**src/rtl/uart_csr_pkg.sv**
```systemverilog
package uart_csr_pkg;
  localparam int DW = 8;
  localparam int AW = 3;

  localparam logic [AW-1:0] OFS_MODE = 3'd0;
  localparam logic [AW-1:0] OFS_RATE = 3'd1;
  localparam logic [AW-1:0] OFS_CTRL = 3'd2;
  localparam logic [AW-1:0] OFS_TXD  = 3'd3;
  localparam logic [AW-1:0] OFS_STAT = 3'd4;
  localparam logic [AW-1:0] OFS_RXD  = 3'd5;
  localparam logic [AW-1:0] OFS_AUXA = 3'd6;
  localparam logic [AW-1:0] OFS_AUXB = 3'd7;

  // control bit positions
  localparam int CB_TEIE = 2;
  localparam int CB_RE   = 4;
  localparam int CB_TE   = 5;
  localparam int CB_RIE  = 6;
  localparam int CB_TIE  = 7;
endpackage

```
**src/rtl/uart_csr_cfg.sv**
```systemverilog
module uart_csr_cfg
  import uart_csr_pkg::*;
#(
  parameter logic [DW-1:0] RST_RATE = 8'hFF
) (
  input  logic          clk_i,
  input  logic          rst_ni,
  input  logic          wr_i,
  input  logic [AW-1:0] addr_i,
  input  logic [DW-1:0] wdata_i,
  output logic [DW-1:0] mode_o,
  output logic [DW-1:0] rate_o,
  output logic [DW-1:0] ctrl_o,
  output logic [DW-1:0] auxa_o,
  output logic [DW-1:0] auxb_o
);
  logic locked;
  assign locked = ctrl_o[CB_TE] | ctrl_o[CB_RE];

  always_ff @(posedge clk_i or negedge rst_ni) begin
    if (!rst_ni) begin
      mode_o <= '0;
      rate_o <= RST_RATE;
      ctrl_o <= '0;
      auxa_o <= '0;
      auxb_o <= '0;
    end else if (wr_i) begin
      case (addr_i)
        OFS_MODE: if (!locked) mode_o <= wdata_i;
        OFS_RATE: if (!locked) rate_o <= wdata_i;
        OFS_CTRL: ctrl_o <= wdata_i;
        OFS_AUXA: auxa_o <= wdata_i;
        OFS_AUXB: auxb_o <= wdata_i;
        default: ;
      endcase
    end
  end
endmodule

```
**src/rtl/uart_csr_tx.sv**
```systemverilog
module uart_csr_tx
  import uart_csr_pkg::*;
#(
  parameter logic [DW-1:0] RST_TXD = 8'hFF
) (
  input  logic          clk_i,
  input  logic          rst_ni,
  input  logic          te_set_i,     // control write with transmit enable
  input  logic          teie_clr_i,   // control write with transmit-end irq enable clear
  input  logic          tie_i,        // effective transmit irq enable
  input  logic          teie_i,       // effective transmit-end irq enable
  input  logic          txd_wr_i,
  input  logic [DW-1:0] wdata_i,
  input  logic          frame_done_i,
  output logic [DW-1:0] tdr_o,
  output logic          tdre_o,
  output logic          tend_o,
  output logic          tx_valid_o,
  output logic          irq_tx_o,
  output logic          irq_tend_o
);
  logic [DW-1:0] tdr_n;
  logic tdre_n, tend_n, irq_tend_n, start, txi;

  always_comb begin
    tdr_n      = tdr_o;
    tdre_n     = tdre_o;
    tend_n     = tend_o;
    irq_tend_n = irq_tend_o;
    start      = 1'b0;
    txi        = 1'b0;
    if (te_set_i) begin
      tdre_n = 1'b1;
      tend_n = 1'b1;
      txi    = tie_i;
    end
    if (teie_clr_i) irq_tend_n = 1'b0;
    if (txd_wr_i) begin
      tdr_n = wdata_i;
      if (tend_n) start  = 1'b1;
      else        tdre_n = 1'b0;
    end
    if (frame_done_i && !start) begin
      if (!tdre_n) start = 1'b1;
      else begin
        tend_n = 1'b1;
        if (teie_i) irq_tend_n = 1'b1;
      end
    end
    if (start) begin
      tdre_n     = 1'b1;
      tend_n     = 1'b0;
      irq_tend_n = 1'b0;
      txi        = tie_i;
    end
  end

  always_ff @(posedge clk_i or negedge rst_ni) begin
    if (!rst_ni) begin
      tdr_o      <= RST_TXD;
      tdre_o     <= 1'b1;
      tend_o     <= 1'b1;
      tx_valid_o <= 1'b0;
      irq_tx_o   <= 1'b0;
      irq_tend_o <= 1'b0;
    end else begin
      tdr_o      <= tdr_n;
      tdre_o     <= tdre_n;
      tend_o     <= tend_n;
      tx_valid_o <= start;
      irq_tx_o   <= txi;
      irq_tend_o <= irq_tend_n;
    end
  end
endmodule

```
**src/rtl/uart_csr_rx.sv**
```systemverilog
module uart_csr_rx
  import uart_csr_pkg::*;
(
  input  logic          clk_i,
  input  logic          rst_ni,
  input  logic          rie_i,        // effective receive irq enable
  input  logic          rie_clr_i,    // control write with receive irq enable clear
  input  logic          stat_wr_i,
  input  logic          stat_rd_i,
  input  logic          rxd_rd_i,
  input  logic [2:0]    err_wr_i,     // {overrun, framing, parity} written
  input  logic          mpbt_wr_i,
  input  logic          rx_valid_i,
  input  logic [DW-1:0] rx_data_i,
  input  logic          rx_break_i,
  output logic [DW-1:0] rdr_o,
  output logic          rdrf_o,
  output logic [2:0]    err_o,
  output logic          mpbt_o,
  output logic          irq_rx_o,
  output logic          irq_err_o
);
  logic [DW-1:0] rdr_n;
  logic [2:0] err_n, snap_q, snap_n;
  logic rdrf_n, mpbt_n, irq_err_n, rxi;

  always_comb begin
    rdr_n     = rdr_o;
    rdrf_n    = rdrf_o;
    err_n     = err_o;
    mpbt_n    = mpbt_o;
    snap_n    = snap_q;
    irq_err_n = irq_err_o;
    rxi       = 1'b0;
    if (rxd_rd_i)  rdrf_n = 1'b0;
    if (stat_rd_i) snap_n = err_o;
    if (stat_wr_i) begin
      mpbt_n = mpbt_wr_i;
      err_n  = err_wr_i;
      if (snap_q != 3'b000 && err_wr_i == 3'b000) irq_err_n = 1'b0;
    end
    if (rie_clr_i) irq_err_n = 1'b0;
    if (rx_valid_i) begin
      if (rdrf_o) begin
        err_n[2] = 1'b1;
        if (rie_i) irq_err_n = 1'b1;
      end else begin
        rdr_n  = rx_data_i;
        rdrf_n = 1'b1;
        rxi    = rie_i;
      end
    end
    if (rx_break_i) begin
      err_n[1] = 1'b1;
      if (rie_i) irq_err_n = 1'b1;
    end
  end

  always_ff @(posedge clk_i or negedge rst_ni) begin
    if (!rst_ni) begin
      rdr_o     <= '0;
      rdrf_o    <= 1'b0;
      err_o     <= '0;
      mpbt_o    <= 1'b0;
      snap_q    <= '0;
      irq_rx_o  <= 1'b0;
      irq_err_o <= 1'b0;
    end else begin
      rdr_o     <= rdr_n;
      rdrf_o    <= rdrf_n;
      err_o     <= err_n;
      mpbt_o    <= mpbt_n;
      snap_q    <= snap_n;
      irq_rx_o  <= rxi;
      irq_err_o <= irq_err_n;
    end
  end
endmodule

```
**src/rtl/uart_csr.sv**
```systemverilog
module uart_csr
  import uart_csr_pkg::*;
#(
  parameter logic [7:0] RST_RATE = 8'hFF,
  parameter logic [7:0] RST_TXD  = 8'hFF
) (
  input  logic       clk_i,
  input  logic       rst_ni,
  input  logic       wr_i,
  input  logic       rd_i,
  input  logic [2:0] addr_i,
  input  logic [7:0] wdata_i,
  output logic [7:0] rdata_o,
  output logic       tx_valid_o,
  output logic [7:0] tx_data_o,
  input  logic       rx_valid_i,
  input  logic [7:0] rx_data_i,
  input  logic       rx_break_i,
  input  logic       frame_done_i,
  output logic       irq_rx_o,
  output logic       irq_tx_o,
  output logic       irq_tend_o,
  output logic       irq_err_o
);
  logic [DW-1:0] mode_q, rate_q, ctrl_q, auxa_q, auxb_q, tdr_q, rdr_q, stat;
  logic [2:0] err_q;
  logic tdre_q, tend_q, rdrf_q, mpbt_q;
  logic ctrl_wr, tie_eff, teie_eff, rie_eff;

  assign ctrl_wr  = wr_i && addr_i == OFS_CTRL;
  assign tie_eff  = ctrl_wr ? wdata_i[CB_TIE]  : ctrl_q[CB_TIE];
  assign teie_eff = ctrl_wr ? wdata_i[CB_TEIE] : ctrl_q[CB_TEIE];
  assign rie_eff  = ctrl_wr ? wdata_i[CB_RIE]  : ctrl_q[CB_RIE];

  uart_csr_cfg #(.RST_RATE(RST_RATE)) u_cfg (
    .clk_i, .rst_ni, .wr_i, .addr_i, .wdata_i,
    .mode_o(mode_q), .rate_o(rate_q), .ctrl_o(ctrl_q),
    .auxa_o(auxa_q), .auxb_o(auxb_q)
  );

  uart_csr_tx #(.RST_TXD(RST_TXD)) u_tx (
    .clk_i, .rst_ni,
    .te_set_i    (ctrl_wr && wdata_i[CB_TE]),
    .teie_clr_i  (ctrl_wr && !wdata_i[CB_TEIE]),
    .tie_i       (tie_eff),
    .teie_i      (teie_eff),
    .txd_wr_i    (wr_i && addr_i == OFS_TXD),
    .wdata_i,
    .frame_done_i,
    .tdr_o(tdr_q), .tdre_o(tdre_q), .tend_o(tend_q),
    .tx_valid_o, .irq_tx_o, .irq_tend_o
  );

  uart_csr_rx u_rx (
    .clk_i, .rst_ni,
    .rie_i      (rie_eff),
    .rie_clr_i  (ctrl_wr && !wdata_i[CB_RIE]),
    .stat_wr_i  (wr_i && addr_i == OFS_STAT),
    .stat_rd_i  (rd_i && addr_i == OFS_STAT),
    .rxd_rd_i   (rd_i && addr_i == OFS_RXD),
    .err_wr_i   (wdata_i[5:3]),
    .mpbt_wr_i  (wdata_i[0]),
    .rx_valid_i, .rx_data_i, .rx_break_i,
    .rdr_o(rdr_q), .rdrf_o(rdrf_q), .err_o(err_q), .mpbt_o(mpbt_q),
    .irq_rx_o, .irq_err_o
  );

  assign stat      = {tdre_q, rdrf_q, err_q, tend_q, 1'b0, mpbt_q};
  assign tx_data_o = tdr_q;

  always_comb begin
    case (addr_i)
      OFS_MODE: rdata_o = mode_q;
      OFS_RATE: rdata_o = rate_q;
      OFS_CTRL: rdata_o = ctrl_q;
      OFS_TXD:  rdata_o = tdr_q;
      OFS_STAT: rdata_o = stat;
      OFS_RXD:  rdata_o = rdr_q;
      OFS_AUXA: rdata_o = auxa_q;
      default:  rdata_o = auxb_q;
    endcase
  end
endmodule

```
**config.mk**
```make
export PLATFORM = sky130hd
export DESIGN_NAME = uart_csr
export DESIGN_NICKNAME = d
export VERILOG_FILES = /design/src/rtl/uart_csr_pkg.sv /design/src/rtl/uart_csr_cfg.sv /design/src/rtl/uart_csr_tx.sv /design/src/rtl/uart_csr_rx.sv /design/src/rtl/uart_csr.sv
export SDC_FILE = /design/constraint.sdc
export NUM_CORES = 1
export LEC_CHECK = 0
export ABC_AREA = 1
export BUFFER_PORTS_ARGS = -buffer_cell sky130_fd_sc_hd__buf_2
export CORE_ASPECT_RATIO = 1.1
export CORE_MARGIN = 2
export CORE_UTILIZATION = 45
export CTS_BUF_LIST = sky130_fd_sc_hd__clkbuf_4
export CTS_CLUSTER_DIAMETER = 120
export DETAILED_ROUTE_END_ITERATION = 16
export GPL_TIMING_DRIVEN = 0
export PLACE_DENSITY = 0.62
export SLEW_MARGIN = 10
export SYNTH_ARGS = -nofsm -noshare
export SYNTH_HDL_FRONTEND = slang
export SYNTH_SLANG_ARGS = --single-unit
```
**constraint.sdc**
```tcl
create_clock -name clk_i -period 1.83 [get_ports clk_i]
set_input_delay 0.0915 -clock clk_i [delete_from_list [all_inputs] [get_ports clk_i]]
set_output_delay 0.0915 -clock clk_i [all_outputs]
set_load 0.03 [all_outputs]
```
==> flow_summary.yaml <==
global_routing:
  track_usage_pct: 22.5
  grt_max_degree: 58
  antenna_found_initial: 0
  grt_pass1_vias: 2701
  grt_overflow: 0
  grt_pass1_wl_mm: 13.8
min_path:
  hold_end: "u_cfg.rate_o[1]"
  worstHoldPathType: "in2reg"
  holdPathStages: 3
  min_from: "wdata_i[1]"
critical_path:
  regToRegEndpoint: "u_cfg.mode_o[7]"
  path_cells: "inv_1 > o22ai_1 > nor2_1 > nand3_1 > buf_2"
  end_kind: "output port"
  critPathTopFamily: "flip-flops"
  path_max_fanout: 2
  reg2reg_slack_ns: 0.49
  cp-start-kind: "flop"
  r2r_cells: 5
  cp_slowest_cell: "dfstp_2"
  crit_type: "reg2out"
  crit_buf_inv: 2
  worstPathRequired_ns: 1.74
  cp_data_arrival_time_ns: 1.56
  critical_path.max_stage_delay_ns: 0.55
  r2r_start: "u_cfg.ctrl_o[4]"
clocking:
  cts_setup_buffers: 0
  cts_sinks: 71
  clock_latency_ns: 0.42
  cts_tree: "done"
  cts_buffer_depth: 2
  path_clk_slew_ns: 0.13
  cts-buffers-inserted: 9
  cts_root_buffer: "clkbuf_4"
  htreeDepth: 3
routing:
  met1_length_mm: 3.85
  ant_nets: 0
  dr.pass1.iters: 4
  drt-total-wl_mm: 8.34
  wl_met3_um: 360
  wl_per_cell_um: 15.5
  viasPerCell: 5.08
  wl_met2_mm: 4.00
  drc_errors: 0
  drtIter0Drc: 247
  vias: 2740
  routed.top_layer: "met4"
timing:
  fin_ws_ns: 0.181
  hold_viol_final: 0
  finalSetupViolCount: 0
  fin_tns_setup_ns: 0
  fin_skew_ns: 0.0188
  clock.fmax_ghz: 0.606
  rsz0062_at_grt: "no"
  relSlewSlack_pct: 69.7
  worst_pin_slew_ns: 0.453
  drv_slew: 0
  layout_min_cycle_time_ns: 1.65
  finalCritPeriodShare_pct: 90.1
power:
  powerDensity_nw_per_um2: 1100
  p_int_mw: 2.96
  irDropWorstVdd_mv: 0.686
  power_mw: 4.44
  p_leak_nw: 2.02
  power_switching_share_pct: 33.3
  clockPowerShare_pct: 23.0
  p_sw_mw: 1.48
  power_frac_seq_pct: 51.2
  pwr-share-comb_pct: 25.9
synthesis:
  synthFlopType: "dfrtp_1"
  synthTopCellsByArea: "dfrtp_1 (40%), dfstp_2 (14%), nand2_1 (12%)"
  syn_nets: 398
  synth_area_leader_cell: "dfrtp_1"
  synth_most_common_cell: "nand2_1"
  ys_ff_latch: 71
  yosysWarnings: 0
  yosysSeqAreaShare_pct: 54.0
  yosysTopAreaCellShare_pct: 39.8
  ys_types: 29
  synth-edff-count: 0
  synth_common_cells: "nand2_1 (107), dfrtp_1 (53), inv_1 (41)"
  synth_area_per_cell_um2: 8.95
  async_reset_ff_share_pct: 100
  syn_area_um2: 3330
  synth_cells: 372
floorplan:
  rows: 32
  die_w_um: 86.0
  pin_count: 47
  die_area_um2: 8110
  initial_core_util_pct: 47.0
  die_y_um: 94.2
  coreArea_um2: 7090
placement:
  place.gp.congestion: 0.810
  io_buffers: 45
  postPlaceCellArea_um2: 3690
  dp_hpwl_mm: 5.92
  post-place-ws_ns: 0.119
  dpl.cell_count: 503
final_layout:
  area_growth_pct: 21.3
  finalInstanceArea_um2: 4040
  n_antenna_cell: 0
  drive_gt1_share_pct: 29.1
  stdcell_count: 539
  nets: 475
status:
  status: "complete, no violations"
flow_run:
  maxCapViolations: 0
worst register-to-register path: cells and delay by family, from the launching register on:
family                 cells  cell delay [ns]
AND/OR/NAND/NOR            3             0.51
flip-flops                 1             0.42
buffers and inverters      1             0.26
AO/OA/AOI/OAI              1             0.05
kinds of logic (layout without fill, tap and decap cells):
family,Yosys count,in the layout,synth area share (%)
AND/OR/NAND/NOR,157,157,21.6
AO/OA/AOI/OAI,82,82,14.7
flip-flops,71,71,54.0
buffers and inverters,54,136,7.02
multiplexers,8,8,2.70
state kept, by name (all words and copies together), names as in the netlist, 3 cells and up:
| signal | count |
|---|---|
| u_cfg.rate_o | 8 |
| u_tx.tdr_o | 8 |
| u_cfg.ctrl_o | 8 |
| u_rx.err_o | 3 |
| u_cfg.auxa_o | 8 |
| u_rx.rdr_o | 8 |
| u_cfg.auxb_o | 8 |
| u_cfg.mode_o | 8 |
| u_rx.snap_q | 3 |
what timing repair did:
item / in CTS / in global routing
endpoints found under the setup margin: 0 / 1
resized for setup: 0 / 2
endpoints found under the hold margin: 80 / 0
hold buffers: 20 / 0
through the flow:
stage                     util (%)  hold slack [ns]
after global placement        51.7            0.303
after floorplan                  -           -0.204
after detailed placement      52.1          -0.0294
after global routing          57.0           0.0545
after CTS                     56.9           0.0344
final                         57.0           0.0555
cell usage in the layout (no fill, tap or decap), types with 15 or more instances in the layout:
master         instances
buf_2                 48
dfrtp_1               53
dfstp_2               18
dlygate4sd3_1         20
inv_1                 41
nand2_1              107
nand3_1               17
nor2_1                15
o21ai_0               27
o21ai_1               18
o21ai_2               16
power by group through the flow:
stage,Clock (mW),Sequential (mW),Combinational [mW]
final,1.02,2.27,1.15
after global routing,1.11,2.32,1.28
after CTS,1.04,2.27,1.16
after detailed placement,0,2.30,1.12
after global placement,0,2.27,1.09
after floorplan,0,2.34,0.725
layout make-up:
cell class	instances	area (µm²)
Buffer	8	61.3
Clock buffer	12	90.1
Clock inverter	4	47.5
Fill cell	659	3050
Inverter	46	173
Multi-Input combinational cell	247	1310
Sequential cell	71	1800
Tap cell	85	106
Timing Repair Buffer	66	455
metal layers:
metal  vias to the layer above  GRT usage, %
li1                       1373             -
met4                         0          7.94
met5                         -             0
met2                        65          34.8
met1                      1293          31.3
met3                         9          4.57
worst max-delay path by stage:
stage,startpoint,end,cells after the start
2_1_floorplan,u_tx.tdr_o[0],rdata_o[0],4
3_3_place_gp,addr_i[2],rdata_o[4],8
3_5_place_dp,addr_i[2],rdata_o[4],9
4_1_cts,addr_i[2],rdata_o[4],9
5_1_grt,u_tx.tdr_o[0],rdata_o[0],5
6_report,u_tx.tdr_o[6],rdata_o[6],5
Note: power is estimated with default switching activity, not from simulation.
